### src/rtl/pmseq_pkg.sv
package pmseq_pkg;

    typedef enum logic [2:0] {
        ST_FULL_PD = 3'd0,
        ST_FAST_PD = 3'd1,
        ST_WAKE    = 3'd2,
        ST_ON      = 3'd3,
        ST_CONVERT = 3'd4
    } pm_state_t;

    typedef enum logic [1:0] {
        MODE_FULL_PD = 2'b00,
        MODE_FAST_PD = 2'b01,
        MODE_CLK_INT = 2'b10,
        MODE_CLK_EXT = 2'b11
    } pm_mode_t;

endpackage

### src/rtl/pmseq_rx.sv
module pmseq_rx #(
    parameter int BYTE_W = 8
) (
    input  logic              clk,
    input  logic              rst_n,
    input  logic              cs_n,
    input  logic              sclk,
    input  logic              din,
    output logic              start_p,
    output logic              byte_p,
    output logic [BYTE_W-2:0] payload
);
    localparam int PAY_W = BYTE_W - 1;
    localparam int CW    = $clog2(PAY_W + 1);

    logic          sclk_q;
    logic          busy;
    logic [CW-1:0] cnt;
    logic          rise;

    assign rise = sclk & ~sclk_q;

    always_ff @(posedge clk) begin
        if (!rst_n) begin
            sclk_q  <= 1'b0;
            busy    <= 1'b0;
            cnt     <= '0;
            payload <= '0;
            start_p <= 1'b0;
            byte_p  <= 1'b0;
        end else begin
            sclk_q  <= sclk;
            start_p <= 1'b0;
            byte_p  <= 1'b0;
            if (cs_n) begin
                busy <= 1'b0;
                cnt  <= '0;
            end else if (rise) begin
                if (!busy) begin
                    if (din) begin
                        busy    <= 1'b1;
                        cnt     <= '0;
                        start_p <= 1'b1;
                    end
                end else begin
                    payload <= {payload[PAY_W-2:0], din};
                    if (cnt == CW'(PAY_W - 1)) begin
                        busy   <= 1'b0;
                        cnt    <= '0;
                        byte_p <= 1'b1;
                    end else begin
                        cnt <= cnt + 1'b1;
                    end
                end
            end
        end
    end
endmodule

### src/rtl/pmseq_timer.sv
module pmseq_timer #(
    parameter int W = 8
) (
    input  logic         clk,
    input  logic         rst_n,
    input  logic         load,
    input  logic [W-1:0] val,
    output logic         expired
);
    logic [W-1:0] cnt;

    always_ff @(posedge clk) begin
        if (!rst_n) begin
            cnt <= '0;
        end else if (load) begin
            cnt <= val;
        end else if (cnt != '0) begin
            cnt <= cnt - 1'b1;
        end
    end

    assign expired = (cnt == '0);
endmodule

### src/rtl/pmseq_decode.sv
module pmseq_decode
    import pmseq_pkg::*;
(
    input  logic [1:0] code,
    output pm_mode_t   mode,
    output logic       stay_on,
    output logic       ext_clk
);
    always_comb begin
        mode    = pm_mode_t'(code);
        stay_on = code[1];
        ext_clk = (mode == MODE_CLK_EXT);
    end
endmodule

### src/rtl/pmseq_top.sv
module pmseq_top
    import pmseq_pkg::*;
#(
    parameter int BYTE_W        = 8,
    parameter int FAST_WAKE_CYC = 1000,
    parameter int FULL_WAKE_CYC = 60000
) (
    input  logic clk,
    input  logic rst_n,
    input  logic cs_n,
    input  logic sclk,
    input  logic din,
    input  logic hard_off,
    input  logic conv_done,
    output logic ref_en,
    output logic core_en,
    output logic ready,
    output logic conv_go,
    output logic clk_ext
);
    localparam int MAX_WAKE = (FULL_WAKE_CYC > FAST_WAKE_CYC) ? FULL_WAKE_CYC : FAST_WAKE_CYC;
    localparam int TW       = $clog2(MAX_WAKE + 1);

    pm_state_t         state, nxt;
    logic              start_p, byte_p;
    logic [BYTE_W-2:0] payload;
    logic              pend_v;
    logic [1:0]        pend_code, cur_code;
    logic              tmr_load, tmr_exp;
    logic [TW-1:0]     tmr_val;
    pm_mode_t          cur_mode, pend_mode;
    logic              cur_stay, pend_stay, cur_ext, pend_ext;
    logic              go;

    pmseq_rx #(.BYTE_W(BYTE_W)) u_rx (
        .clk(clk), .rst_n(rst_n), .cs_n(cs_n), .sclk(sclk), .din(din),
        .start_p(start_p), .byte_p(byte_p), .payload(payload)
    );

    pmseq_timer #(.W(TW)) u_tmr (
        .clk(clk), .rst_n(rst_n), .load(tmr_load), .val(tmr_val), .expired(tmr_exp)
    );

    pmseq_decode u_dec_cur (
        .code(cur_code), .mode(cur_mode), .stay_on(cur_stay), .ext_clk(cur_ext)
    );

    pmseq_decode u_dec_pend (
        .code(pend_code), .mode(pend_mode), .stay_on(pend_stay), .ext_clk(pend_ext)
    );

    // next-state and transition strobes
    always_comb begin
        nxt      = state;
        tmr_load = 1'b0;
        tmr_val  = '0;
        go       = 1'b0;
        if (hard_off) begin
            nxt = ST_FULL_PD;
        end else begin
            unique case (state)
                ST_FULL_PD: if (start_p) begin
                    nxt      = ST_WAKE;
                    tmr_load = 1'b1;
                    tmr_val  = TW'(FULL_WAKE_CYC);
                end
                ST_FAST_PD: if (start_p) begin
                    nxt      = ST_WAKE;
                    tmr_load = 1'b1;
                    tmr_val  = TW'(FAST_WAKE_CYC);
                end
                ST_WAKE: if (tmr_exp) nxt = ST_ON;
                ST_ON: if (pend_v) begin
                    nxt = ST_CONVERT;
                    go  = 1'b1;
                end
                ST_CONVERT: if (conv_done) begin
                    if (cur_stay)                    nxt = ST_ON;
                    else if (cur_mode == MODE_FAST_PD) nxt = ST_FAST_PD;
                    else                             nxt = ST_FULL_PD;
                end
                default: nxt = ST_FULL_PD;
            endcase
        end
    end

    // state register and mode bookkeeping
    always_ff @(posedge clk) begin
        if (!rst_n) begin
            state     <= ST_FULL_PD;
            pend_v    <= 1'b0;
            pend_code <= 2'b00;
            cur_code  <= 2'b00;
            clk_ext   <= 1'b1;
        end else begin
            state <= nxt;
            if (hard_off) begin
                pend_v <= 1'b0;
            end else if (byte_p) begin
                pend_v    <= 1'b1;
                pend_code <= payload[1:0];
            end else if (go) begin
                pend_v <= 1'b0;
            end
            if (go) begin
                cur_code <= pend_code;
                if (pend_stay) clk_ext <= pend_ext;
            end
        end
    end

    // outputs
    always_comb begin
        ref_en  = (state != ST_FULL_PD);
        core_en = (state == ST_WAKE) || (state == ST_ON) || (state == ST_CONVERT);
        ready   = (state == ST_ON) || (state == ST_CONVERT);
        conv_go = go;
    end
endmodule

### config.mk
export PLATFORM = sky130hd
export DESIGN_NAME = pmseq_top
export DESIGN_NICKNAME = d
export VERILOG_FILES = /design/src/rtl/pmseq_pkg.sv /design/src/rtl/pmseq_rx.sv /design/src/rtl/pmseq_timer.sv /design/src/rtl/pmseq_decode.sv /design/src/rtl/pmseq_top.sv
export SDC_FILE = /design/constraint.sdc
export NUM_CORES = 1
export LEC_CHECK = 0
export ABC_CLOCK_PERIOD_IN_PS = 2200
export BUFFER_PORTS_ARGS = -buffer_cell sky130_fd_sc_hd__buf_2
export CAP_MARGIN = 5
export CORE_ASPECT_RATIO = 0.9
export CORE_MARGIN = 5
export CORE_UTILIZATION = 36
export CTS_BUF_LIST = sky130_fd_sc_hd__clkbuf_4 sky130_fd_sc_hd__clkbuf_8
export CTS_CLUSTER_DIAMETER = 40
export CTS_CLUSTER_SIZE = 20
export DETAILED_ROUTE_END_ITERATION = 16
export PLACE_DENSITY = 0.59
export SLEW_MARGIN = 20
export SYNTH_ARGS = -nofsm -noshare
export SYNTH_HDL_FRONTEND = slang
export SYNTH_SLANG_ARGS = --single-unit
### constraint.sdc
create_clock -name clk -period 2.2 [get_ports clk]
set_input_delay 0.44 -clock clk [delete_from_list [all_inputs] [get_ports clk]]
set_output_delay 0.44 -clock clk [all_outputs]
set_load 0.03 [all_outputs]
# Word level (Yosys, flattened, before mapping)
# Cells that the tools add are included.
# W data, S select, Z words.
# totals
ff_bits	34
in_bits	7
out_inout_bits	5
word_cells	80
# classes
add_sub_neg	2
n_eq_ne	11
muxes	28
n_bitwise	7
reduce_logical	20
# op_table
operator	n
$mux W16	4
$pmux W16 S2	1
$mux W3	7
$logic_not A16 Y1	1
$reduce_bool A16 Y1	1
$sub A16 B1 Y16 const B	1
$mux W1	13
$pmux W3 S4	1
$mux W10	1
$reduce_or A4 Y1	2
$eq A3 B2 Y1 const B	2
$eq A3 B3 Y1 const B	2
$ne A2 B2 Y1 const B	3
$not A1 Y1	6
$reduce_and A2 Y1	3
$reduce_bool A2 Y1	3
$reduce_or A2 Y1	3
$reduce_and A4 Y1	1
$add A3 B1 Y3 const B	1
$eq A3 B1 Y1 const B	1
$logic_not A3 Y1	1
$logic_or A1 B1 Y1	3
$reduce_and A3 Y1	1
$reduce_bool A3 Y1	1
other kinds (5)	5

# Longest topological paths before layout
# Gate-level depths: netlist of run 1.
# logic_depth
depth_word	5
mapped_depth	7
depth_no_buf	7

# Hierarchy
# A second synthesis of run 1 with hierarchy kept.
# hier_totals
cells_unflattened	244
hier_area_um2	2080.7
# by_module_without_submodules
module	n_inst	cells_per_inst	area_per_inst_um2	seq_area_each_um2
pmseq_timer	1	107	910.9	320.3
pmseq_rx	1	62	593.1	280.3
pmseq_top	1	67	519.2	180.2
pmseq_decode	2	4	28.8	0.0

# Worst setup path before layout of run 1
# Ideal clock, no wire load.
# synth_timing
path_type	input to register
startpoint	input rst_n
endpoint	register state[0]
setup_ns	0.069
arrival_time_ns	1.765
required_time_ns	2.131
slack_ns	0.366
cell_stages	4
n_path_buf	1
path_cell_list	clkdlybuf4s50_2 -> or2b_2 -> or4_1 -> o21ai_1
# synth_between
elab_chain_cells	2
# synth_lines
item	line	rtl
start, declared	pmseq_top.sv:9	input logic rst_n,
$not A1 Y1 (no source line)	n/a	
$reduce_or A2 Y1 (no source line)	n/a	
end signal, assigned	pmseq_top.sv:96	state <= nxt;
end, declared	pmseq_top.sv:24	pm_state_t state, nxt;
# Every way passes these cells.
# A chain may end at the register's enable or synchronous reset.

# Final worst setup path of run 1
# layout_timing
startpoint	register state[2]
endpoint	output ready
# layout_between
elab_chain_cells	2
word_cells_on_any_way	3
classes_between	eq/ne: 2; reduce/logical: 1
# layout_lines
item	line	rtl
$eq A3 B2 Y1 or $eq A3 B3 Y1 (tied branches)	pmseq_top.sv:116	ready = (state == ST_ON) || (state == ST_CONVERT);
$logic_or A1 B1 Y1 (*)	pmseq_top.sv:116	
end, declared	pmseq_top.sv:17	output logic ready,
# Every way passes the cells marked *; elsewhere a longest branch is shown, timed or not.

==> qor.txt, run 1 <==
STATUS
--------------------------------------------------------------------------------
Outcome ........................................................... finished clean

SETUP PATH
--------------------------------------------------------------------------------
Maximum fanout along the worst path ...............................           10
CP max-delay cell ................................................. sky130_fd_sc_hd__or3b_2
Critical path data required time ..................................      1.76 ns
Peak per-stage delay on the critical path .........................      0.52 ns
Crit path DAT .....................................................      1.57 ns
Sort of element at the end of the critical path ...................  output port
Kind of start point of the critical path ..........................         flop
Cell-by-cell listing of the critical path ......................... or3b_2 -> nand2_1 -> buf_2
Category of the critical setup timing path ........................   reg -> out

PLACED DESIGN
--------------------------------------------------------------------------------
Worst Setup Slack post-DPL ........................................     0.216 ns
Count of input and output buffers .................................           11
Instance area at placement ........................................ 0.00178 sq mm
Routability congestion estimate from global placement .............        0.821
Detailed-placement wirelength estimate ............................      2.40 mm

YOSYS
--------------------------------------------------------------------------------
Main flop type after synthesis .................................... sky130_fd_sc_hd__dfxtp_1
Synth top area share ..............................................        0.407
Synth Area per Inst ...............................................   8.71 sq um
Async set-or-reset flop fraction in the synthesized netlist .......            0
Yosys cell types ..................................................           52
Part of the Yosys area used for sequential elements ...............        0.407
Cell types with the highest counts after synthesis ................ 34 x sky130_fd_sc_hd__dfxtp_1, 27 x sky130_fd_sc_hd__nor2_1, 22 x sky130_fd_sc_hd__nand2_1
Area of the mapped netlist ........................................ 0.00167 sq mm
Post-synth net total ..............................................          200
Cell with the most instances after synthesis ...................... sky130_fd_sc_hd__dfxtp_1
Synthesized netlist cell count ....................................          192
FF+latch count, synth .............................................           34
Area leader, netlist .............................................. sky130_fd_sc_hd__dfxtp_1
Yosys Warn Count ..................................................            0
Number of enable-type register cells in the synthesized netlist ...            0
Most area-consuming cells after synthesis ......................... sky130_fd_sc_hd__dfxtp_1 41%, sky130_fd_sc_hd__nor2_1 6.1%, sky130_fd_sc_hd__a21oi_1 5.4%

STA
--------------------------------------------------------------------------------
Endpoints failing setup ...........................................            0
Final slew viol count .............................................            0
Relative slew slack ...............................................        0.638
Final critical-path setup slack ...................................     0.191 ns
Hold violation count in the final report ..........................            0
Final period util .................................................        0.913
Setup TNS .........................................................         0 ns
Max frequency .....................................................      498 MHz
Smallest hold slack ...............................................     0.367 ns
Min Clock Period, post-route ......................................      2.01 ns
Setup clock skew after layout .....................................   0.00637 ns
Slew at the pin with the worst max-slew slack .....................     0.536 ns
RSZ-0062 raised after global routing ..............................           no

FLOORPLANNING
--------------------------------------------------------------------------------
Initial standard-cell utilization of the core .....................        0.373
Core Footprint .................................................... 0.00449 sq mm
Die Y .............................................................      74.7 um
Io pins ...........................................................           12
Die Outline Area .................................................. 0.00611 sq mm
Row cnt ...........................................................           23
Overall die width .................................................      81.9 um

GLOBAL ROUTE
--------------------------------------------------------------------------------
Wire length of the first global-routing pass ......................      5.89 mm
Global route total overflow .......................................            0
Maximum number of pins on one net before global-route repair ......           12
Number of global-route vias before repair .........................         1253
Global routing usage summed across all routing layers .............        0.129
Number of antenna violations at the first check in global routing .            0

CLOCK TREE
--------------------------------------------------------------------------------
Clock Pin Slew Worst Setup and Hold Paths .........................      0.07 ns
Total clock sinks .................................................           34
Clock latency at the later pin of the worst-skew pair .............      0.29 ns
Number of levels the H-tree was split into ........................            2
Root buffer selected by CTS ....................................... sky130_fd_sc_hd__clkbuf_8
Clock buffers created by TritonCTS ................................            5
Count of hold buffers inserted by post-cts repair .................            0
Maximum clock path buffer count ...................................            2
Post-CTS setup buffer count .......................................            0
PostCTS Resize Cnt ................................................            0
CTS tree ..........................................................         done

POWER AND IR DROP
--------------------------------------------------------------------------------
Net switching power ...............................................       850 uW
Overall power of the completed layout .............................      2290 uW
Part of the power in the clock network ............................        0.239
Switching share of total power ....................................        0.372
Worst ir drop on vdd ..............................................   0.000371 V
Leak ..............................................................  0.000720 uW
Internal power consumption ........................................      1440 uW
Combinational group share of total power ..........................        0.385
Flop pwr share ....................................................        0.376
Power density relative to cell area ............................... 1210 mW/mm^2

LAYOUT
--------------------------------------------------------------------------------
Area taken by multi-input logic gates .............................    932 sq um
Final-layout fill cell count ......................................          473
P&R area growth vs syn ............................................        12.7%
Storage element area ..............................................    681 sq um
Antenna diode instance count ......................................            0
Final Net Count ...................................................          215
Share of layout cells above drive strength 1 ......................        0.168
Final design instance area without fill ........................... 0.00189 sq mm

DRT
--------------------------------------------------------------------------------
Pre-Repair DR Iteration Count .....................................            4
Post-Route WL .....................................................      3.33 mm
Wire length per cell ..............................................      12.3 um
Met3 WL ...........................................................       149 um
Initial DRC count .................................................           38
Antenna Violating Nets Remaining ..................................            0
Wire length on met1 ...............................................      1.73 mm
Post-DR vias/cell .................................................         5.09
DR WL met2 ........................................................      1.36 mm
DRC Markers .......................................................            0
Top layer in use ..................................................         met4
Vias after detailed routing .......................................         1374

WORST HOLD PATH
--------------------------------------------------------------------------------
Type of the tightest min-delay check ..............................    in -> reg

RUN
--------------------------------------------------------------------------------
Max capacitance violation total ...................................            0

-- per-stage QoR --
stage,instances,utilization
final,270,0.420
after global routing,270,0.420
after CTS,270,0.420
after detailed placement,262,0.395
after global placement,262,0.395
after floorplan,192,-
-- power groups by stage --
stage               Clock, uW  Combinational (uW)  Sequential (uW)
floorplan                   0                 732              848
global placement            0                 883              874
detailed placement          0                 882              872
CTS                       563                 887              857
global route              586                 996              879
finish                    546                 881              860
-- placed cells by master (no fill, tap or decap), drive strengths merged, types with 7 or more instances in the layout --
master / instances
o21ai: 12
dfxtp: 34
a21oi: 18
nor2: 27
xor2: 7
buf: 13
nand2: 22
nor3: 9
clkbuf: 8
-- routing by layer --
| metal | GRT usage | vias to the layer above |
|---|---|---|
| li1 | - | 719 |
| met1 | 0.178 | 618 |
| met2 | 0.173 | 28 |
| met3 | 0.0443 | 9 |
| met4 | 0.0793 | 0 |
| met5 | 0 | - |
-- flip-flops by register name (all words and copies together) (netlist names), 2 cells and up --
register,cells
state,3
u_rx.cnt,3
u_rx.payload,2
cur_code,2
pend_code,2
u_tmr.cnt,16
-- final timing paths --
check / from / end / slack (ns) / depth (start not counted)
setup / recovery: state[2] / ready / 0.19 / 3
hold / removal: sclk / u_rx.sclk_q / 0.37 / 2
setup reg to reg: u_tmr.cnt[0] / state[0] / 0.20 / 7
hold reg to reg: cur_code[0] / cur_code[0] / 0.47 / 2
-- worst max-delay path, delay by kind of cell (launching register included) --
family        cells  cell delay [ns]
buf+inv           1             0.19
flops             1             0.48
simple gates      2             0.61
-- cell type report --
type | instances | area share
clock buffer | 8 | 0.0584
tap | 62 | 0.0411
inverter | 4 | 0.00796
sequential | 34 | 0.361
timing repair buffer | 13 | 0.0372
multi-input combinational | 149 | 0.494
-- kinds of logic after synthesis --
| logic type | synth area share |
|---|---|
| buffers and inverters | 0.0359 |
| xor gates and xnor gates | 0.0471 |
| AOI/OAI and AO/OA | 0.160 |
| adders and majority gates | 0.00748 |
| muxes | 0.0239 |
| DFF | 0.407 |
| and+or+nand+nor | 0.319 |
Note: power is estimated with default switching activity, not from simulation.
==> run 2, diff against run 1 <==
ABC_CLOCK_PERIOD_IN_PS = 2100   (was 2200)
RECOVER_POWER = 100   (was not set)
clock period = 2.1 ns   (was 2.2 ns; I/O delays follow)
==> run 2 against run 1 <==
Net effect: combinational power grew 4.7%; worst setup slack worse by 0.086 ns; clock-buffer cell count decreased by 1; clock skew shrank 0.0035 ns; global-route usage down 0.069 points; hold slack worse by 0.018 ns; via count is 2.1% higher; sequential power rose by 4.3%; core utilization shrank 0.53 points; power grew 1.7%; wire length rose by 3.1%; sequential share of layout area is 0.46 points higher; critical endpoint is now core_en; highest routed layer unchanged.
==> qor.txt, run 2 (synthesis results as in run 1) <==
STATUS
----------------------------------------------------------------------------------------
Outcome ................................................................... finished clean   unchanged

LAYOUT
----------------------------------------------------------------------------------------
Final Net Count ...........................................................          217   was 215
Antenna diode instance count ..............................................            0   unchanged
Reg with most FFs .........................................................    u_tmr.cnt   unchanged
Storage element area ......................................................    681 sq um   unchanged
Most frequent standard cell in the layout excluding fill and tap cells .... sky130_fd_sc_hd__dfxtp_1   unchanged
Commonest cells after routing, fill and taps aside ........................ 34 x sky130_fd_sc_hd__dfxtp_1, 27 x sky130_fd_sc_hd__nor2_1, 22 x sky130_fd_sc_hd__nand2_1, 18 x sky130_fd_sc_hd__a21oi_1, 11 x sky130_fd_sc_hd__o21ai_0   was 34 x sky130_fd_sc_hd__dfxtp_1, 27 x sky130_fd_sc_hd__nor2_1, 22 x sky130_fd_sc_hd__nand2_1, 18 x sky130_fd_sc_hd__a21oi_1
Area taken by multi-input logic gates .....................................    916 sq um   was 932 sq um
Share of layout cells above drive strength 1 ..............................        0.148   was 0.168
Top Registers ............................................................. u_tmr.cnt (16), state (3), u_rx.cnt (3)   unchanged
Final-layout fill cell count ..............................................          473   unchanged
Number of flip-flops under the largest register name ......................           16   unchanged
P&R area growth vs syn ....................................................        11.3%   was 12.7%

CLOCK TREE
----------------------------------------------------------------------------------------
Clock latency at the later pin of the worst-skew pair .....................      0.28 ns   was 0.29 ns
PostCTS Resize Cnt ........................................................            0   unchanged
CTS tree ..................................................................         done   unchanged
Post-CTS setup buffer count ...............................................            0   unchanged
Count of hold buffers inserted by post-cts repair .........................            0   unchanged
Root buffer selected by CTS ............................................... sky130_fd_sc_hd__clkbuf_8   unchanged
Clock buffers created by TritonCTS ........................................            5   unchanged
Number of levels the H-tree was split into ................................            2   unchanged
Total clock sinks .........................................................           34   unchanged
Clock Pin Slew Worst Setup and Hold Paths .................................      0.07 ns   about the same
Maximum clock path buffer count ...........................................            2   unchanged

SETUP PATH
----------------------------------------------------------------------------------------
Critical path data required time ..........................................      1.68 ns   was 1.76 ns
Crit path DAT .............................................................      1.57 ns   about the same
Peak per-stage delay on the critical path .................................      0.53 ns   was 0.52 ns
Minimum setup slack among reg-to-reg paths ................................      0.20 ns   about the same
Maximum fanout along the worst path .......................................           10   unchanged
Category of cells accounting for the largest share of critical-path delay . simple AND/OR/NAND/NOR gates   unchanged
Kind of start point of the critical path ..................................         flop   unchanged
Buf/Inv on CP .............................................................            1   unchanged
Sort of element at the end of the critical path ...........................  output port   unchanged
CP max-delay cell ......................................................... sky130_fd_sc_hd__or3b_2   unchanged
Cell-by-cell listing of the critical path ................................. or3b_2 -> nand2_1 -> clkbuf_2   was or3b_2 -> nand2_1 -> buf_2
Category of the critical setup timing path ................................   reg -> out   unchanged

POWER AND IR DROP
----------------------------------------------------------------------------------------
Worst ir drop on vdd ......................................................   0.000408 V   was 0.000371 V
Leak ......................................................................  0.000706 uW   was 0.000720 uW
Power density relative to cell area ....................................... 1250 mW/mm^2   was 1210 mW/mm^2

STA
----------------------------------------------------------------------------------------
Relative slew slack .......................................................        0.596   was 0.638
Setup TNS .................................................................         0 ns   unchanged
RSZ-0062 raised after global routing ......................................           no   unchanged
Endpoints failing setup ...................................................            0   unchanged
Hold violation count in the final report ..................................            0   unchanged
Final period util .........................................................        0.950
Final critical-path setup slack ...........................................     0.106 ns   was 0.191 ns
Max frequency .............................................................      501 MHz
Setup clock skew after layout .............................................   0.00291 ns   was 0.00637 ns
Min Clock Period, post-route ..............................................      1.99 ns
Slew at the pin with the worst max-slew slack .............................     0.602 ns   was 0.536 ns
Final slew viol count .....................................................            0   unchanged

WORST HOLD PATH
----------------------------------------------------------------------------------------
Type of the tightest min-delay check ......................................    in -> reg   unchanged

FLOORPLANNING
----------------------------------------------------------------------------------------
Io pins ...................................................................           12   unchanged
Row cnt ...................................................................           23   unchanged
Die Outline Area .......................................................... 0.00611 sq mm   unchanged
Overall die width .........................................................      81.9 um   unchanged
Initial standard-cell utilization of the core .............................        0.373   unchanged
Core Footprint ............................................................ 0.00449 sq mm   unchanged
Die Y .....................................................................      74.7 um   unchanged

DRT
----------------------------------------------------------------------------------------
Antenna Violating Nets Remaining ..........................................            0   unchanged
DRC Markers ...............................................................            0   unchanged
Post-Route WL .............................................................      3.43 mm   was 3.33 mm
Initial DRC count .........................................................           57   was 38
Pre-Repair DR Iteration Count .............................................            4   unchanged
Vias after detailed routing ...............................................         1403   was 1374
Wire length per cell ......................................................      12.6 um   was 12.3 um
Post-DR vias/cell .........................................................         5.16   was 5.09

GLOBAL ROUTE
----------------------------------------------------------------------------------------
Number of antenna violations at the first check in global routing .........            0   unchanged
Global route total overflow ...............................................            0   unchanged
Global routing usage summed across all routing layers .....................        0.129   about the same
Maximum number of pins on one net before global-route repair ..............           12   unchanged
Wire length of the first global-routing pass ..............................      6.07 mm   was 5.89 mm
Number of global-route vias before repair .................................         1288   was 1253

PLACED DESIGN
----------------------------------------------------------------------------------------
Routability congestion estimate from global placement .....................        0.823   was 0.821
Detailed-placement wirelength estimate ....................................      2.53 mm   was 2.40 mm
Worst Setup Slack post-DPL ................................................     0.268 ns   was 0.216 ns
Count of input and output buffers .........................................           11   unchanged

RUN
----------------------------------------------------------------------------------------
Max capacitance violation total ...........................................            0   unchanged

==> run 2: metal layers <==
layer  up-vias  global-route usage  wire length (um)
met5         -                   0                 0
met3         5              0.0287               114
li1        723                   -                 -
met2        26               0.184              1430
met4         0              0.0554                62
met1       649               0.186              1830
==> run 2: path summary, 6_finish.rpt <==
path	from	end	depth (start not counted)
max reg2reg	u_tmr.cnt[9]	state[0]	5
min reg2reg	cur_code[0]	cur_code[0]	2
min	sclk	u_rx.sclk_q	2
max	state[2]	core_en	3
==> run 2: cell type report <==
cell class	count	area share
inverter	4	0.00806
timing repair buffer	15	0.0417
multi-input combinational	149	0.492
clock inverter	1	0.00269
tap	62	0.0417
sequential	34	0.366
clock buffer	7	0.0484
==> run 2: per-stage QoR <==
stage | area (sq um) | cells | utilization | power [uW] | hold WS, ns
floorplan | 1670 | 192 | - | 1660 | 0.437
global placement | 1790 | 264 | 0.399 | 1880 | 0.449
detailed placement | 1790 | 264 | 0.399 | 1880 | 0.448
CTS | 1890 | 272 | 0.420 | 2410 | 0.342
global route | 1860 | 272 | 0.415 | 2510 | 0.351
finish | 1860 | 272 | 0.415 | 2330 | 0.349
==> run 2: power by group <==
part	switching, uW	internal [uW]	total (uW)	leakage [uW]
registers	137	760	897	0.000277
logic	509	414	922	0.000377
clock network	230	277	507	0.0000517
total	875	1450	2330	0.000706
==> run 3, diff against run 2 <==
CELL_PAD_IN_SITES_DETAIL_PLACEMENT = 0   (was not set)
CELL_PAD_IN_SITES_GLOBAL_PLACEMENT = 1   (was not set)
PLACE_DENSITY = 0.72   (was 0.59)
==> run 3 against run 2 <==
Net effect: register-to-register slack worse by 0.02 ns; flip-flop and latch count stayed put; clock skew is 0.0034 ns higher; worst setup slack worse by 0.014 ns; first-iteration DRC count is 18% higher; highest routed layer unchanged.
==> qor.txt, run 3 (synthesis results as in run 1) <==
STATUS
-------------------------------------------------------------------------------------
Outcome ................................................................ finished clean   unchanged

GLOBAL ROUTE
-------------------------------------------------------------------------------------
Maximum number of pins on one net before global-route repair ...........           12   unchanged
Number of antenna violations at the first check in global routing ......            0   unchanged
Number of global-route vias before repair ..............................         1282   was 1288
Global routing usage summed across all routing layers ..................        0.127   was 0.129
Wire length of the first global-routing pass ...........................      6.07 mm   about the same
Global route total overflow ............................................            0   unchanged

LAYOUT
-------------------------------------------------------------------------------------
Number of flip-flops under the largest register name ...................           16   unchanged
Top Registers .......................................................... u_tmr.cnt (16), state (3), u_rx.cnt (3)   unchanged
Most frequent standard cell in the layout excluding fill and tap cells . sky130_fd_sc_hd__dfxtp_1   unchanged
Final Net Count ........................................................          219   was 217
P&R area growth vs syn .................................................        14.6%   was 11.3%
Share of layout cells above drive strength 1 ...........................        0.142   was 0.148
Reg with most FFs ......................................................    u_tmr.cnt   unchanged
Antenna diode instance count ...........................................            0   unchanged
Commonest cells after routing, fill and taps aside ..................... 34 x sky130_fd_sc_hd__dfxtp_1, 27 x sky130_fd_sc_hd__nor2_1, 22 x sky130_fd_sc_hd__nand2_1, 18 x sky130_fd_sc_hd__a21oi_1, 12 x sky130_fd_sc_hd__o21ai_0   was 34 x sky130_fd_sc_hd__dfxtp_1, 27 x sky130_fd_sc_hd__nor2_1, 22 x sky130_fd_sc_hd__nand2_1, 18 x sky130_fd_sc_hd__a21oi_1, 11 x sky130_fd_sc_hd__o21ai_0

FLOORPLANNING
-------------------------------------------------------------------------------------
Die Y ..................................................................      74.7 um   unchanged
Io pins ................................................................           12   unchanged
Overall die width ......................................................      81.9 um   unchanged
Die Outline Area ....................................................... 0.00611 sq mm   unchanged
Initial standard-cell utilization of the core ..........................        0.373   unchanged
Row cnt ................................................................           23   unchanged
Core Footprint ......................................................... 0.00449 sq mm   unchanged

DRT
-------------------------------------------------------------------------------------
Pre-Repair DR Iteration Count ..........................................            4   unchanged
Vias after detailed routing ............................................         1365   was 1403
Wire length per cell ...................................................      12.9 um   was 12.6 um
DRC Markers ............................................................            0   unchanged
Post-DR vias/cell ......................................................         4.98   was 5.16
Post-Route WL ..........................................................      3.54 mm   was 3.43 mm
Antenna Violating Nets Remaining .......................................            0   unchanged
Initial DRC count ......................................................           67   was 57

SETUP PATH
-------------------------------------------------------------------------------------
Peak per-stage delay on the critical path ..............................      0.53 ns   about the same
Category of the critical setup timing path .............................   reg -> out   unchanged
Crit path DAT ..........................................................      1.59 ns   was 1.57 ns
CP max-delay cell ...................................................... sky130_fd_sc_hd__or3b_2   unchanged
Worst setup startpoint .................................................     state[2]   unchanged
Worst reg2reg startpoint ............................................... u_tmr.cnt[0]   was u_tmr.cnt[9]
Endpoint of the most critical register-to-register path ................ u_tmr.cnt[13]   was state[0]
Minimum setup slack among reg-to-reg paths .............................      0.18 ns   was 0.20 ns
Number of cells on the worst reg-to-reg path ...........................            5   unchanged
Critical path data required time .......................................      1.68 ns   about the same
Kind of start point of the critical path ...............................         flop   unchanged
Cell-by-cell listing of the critical path .............................. or3b_2 -> nand2_1 -> clkbuf_2   unchanged
Maximum fanout along the worst path ....................................           10   unchanged
Sort of element at the end of the critical path ........................  output port   unchanged
Crit path capture ......................................................      core_en   unchanged

POWER AND IR DROP
-------------------------------------------------------------------------------------
Power density relative to cell area .................................... 1330 mW/mm^2   was 1250 mW/mm^2
Flop pwr share .........................................................        0.351   was 0.385
Combinational group share of total power ...............................        0.355   was 0.396
Switching share of total power .........................................        0.349   was 0.376
Leak ...................................................................  0.000724 uW   was 0.000706 uW
Net switching power ....................................................       891 uW   was 875 uW
Part of the power in the clock network .................................        0.294   was 0.218
Internal power consumption .............................................      1660 uW   was 1450 uW
Overall power of the completed layout ..................................      2550 uW   was 2330 uW
Worst ir drop on vdd ...................................................   0.000414 V   was 0.000408 V

STA
-------------------------------------------------------------------------------------
Slew at the pin with the worst max-slew slack ..........................     0.478 ns   was 0.602 ns
Setup clock skew after layout ..........................................   0.00627 ns   was 0.00291 ns
Endpoints failing setup ................................................            0   unchanged
Setup TNS ..............................................................         0 ns   unchanged
Final period util ......................................................        0.956   was 0.950
Relative slew slack ....................................................        0.677   was 0.596
Final slew viol count ..................................................            0   unchanged
RSZ-0062 raised after global routing ...................................           no   unchanged
Max frequency ..........................................................      498 MHz   was 501 MHz
Min Clock Period, post-route ...........................................      2.01 ns   was 1.99 ns
Hold violation count in the final report ...............................            0   unchanged

CLOCK TREE
-------------------------------------------------------------------------------------
Clock Pin Slew Worst Setup and Hold Paths ..............................      0.07 ns   about the same
Clock buffers created by TritonCTS .....................................            5   unchanged
Root buffer selected by CTS ............................................ sky130_fd_sc_hd__clkbuf_8   unchanged
Count of hold buffers inserted by post-cts repair ......................            0   unchanged
PostCTS Resize Cnt .....................................................            0   unchanged
Number of levels the H-tree was split into .............................            2   unchanged
Post-CTS setup buffer count ............................................            0   unchanged
Clock latency at the later pin of the worst-skew pair ..................      0.28 ns   about the same
CTS tree ...............................................................         done   unchanged
Maximum clock path buffer count ........................................            2   unchanged
Total clock sinks ......................................................           34   unchanged

WORST HOLD PATH
-------------------------------------------------------------------------------------
Number of cells traversed by the worst hold path .......................            2   unchanged
Type of the tightest min-delay check ...................................    in -> reg   unchanged

PLACED DESIGN
-------------------------------------------------------------------------------------
Routability congestion estimate from global placement ..................        0.786   was 0.823
Detailed-placement wirelength estimate .................................      2.61 mm   was 2.53 mm
Count of input and output buffers ......................................           11   unchanged

RUN
-------------------------------------------------------------------------------------
Max capacitance violation total ........................................            0   unchanged

run 3: worst min-delay path by stage:
stage | startpoint | end | slack, ns
2_1_floorplan | cur_code[0] | cur_code[0] | 0.44
3_3_place_gp | clk_ext | clk_ext | 0.45
3_5_place_dp | clk_ext | clk_ext | 0.45
4_1_cts | sclk | u_rx.sclk_q | 0.34
5_1_grt | sclk | u_rx.sclk_q | 0.34
6_report | sclk | u_rx.sclk_q | 0.35
run 3: power by group through the flow:
stage | sequential [uW] | combinational, uW | clock, uW
after CTS | 903 | 970 | 767
after global placement | 915 | 971 | 0
final | 896 | 907 | 749
after detailed placement | 917 | 967 | 0
after floorplan | 888 | 767 | 0
after global routing | 912 | 1030 | 793
run 3: area by class of cell:
| type | instances | area, sq um |
|---|---|---|
| clock buffer | 6 | 82.6 |
| clock inverter | 2 | 60.1 |
| fill | 495 | 2570 |
| inverter | 4 | 15.0 |
| multi-input combinational | 149 | 917 |
| sequential | 34 | 681 |
| tap | 62 | 77.6 |
| timing repair buffer | 17 | 83.8 |
run 3: worst max-delay path: cells and delay by family, from the launching register on:
family	cells	cell delay, ns
buffers and inverters	1	0.20
DFF	1	0.50
and+or+nand+nor	2	0.62
run 3: metrics by stage:
step	instance area, sq um	hold slack, ns	setup slack, ns	instances	util
detailed placement	1810	0.454	0.260	266	0.402
CTS	1950	0.344	0.103	274	0.434
finish	1920	0.350	0.0922	274	0.427
global route	1920	0.339	0.00796	274	0.427
floorplan	1670	0.437	0.267	192	-
global placement	1810	0.448	0.294	266	0.402
run 3: routing by layer:
layer	share of wire	GRT usage	vias to the layer above	wire, um
li1	-	-	724	-
met4	0.0045	0.0277	0	16
met5	0	0	-	0
met1	0.56	0.189	623	1970
met2	0.40	0.183	15	1420
met3	0.037	0.0359	3	131
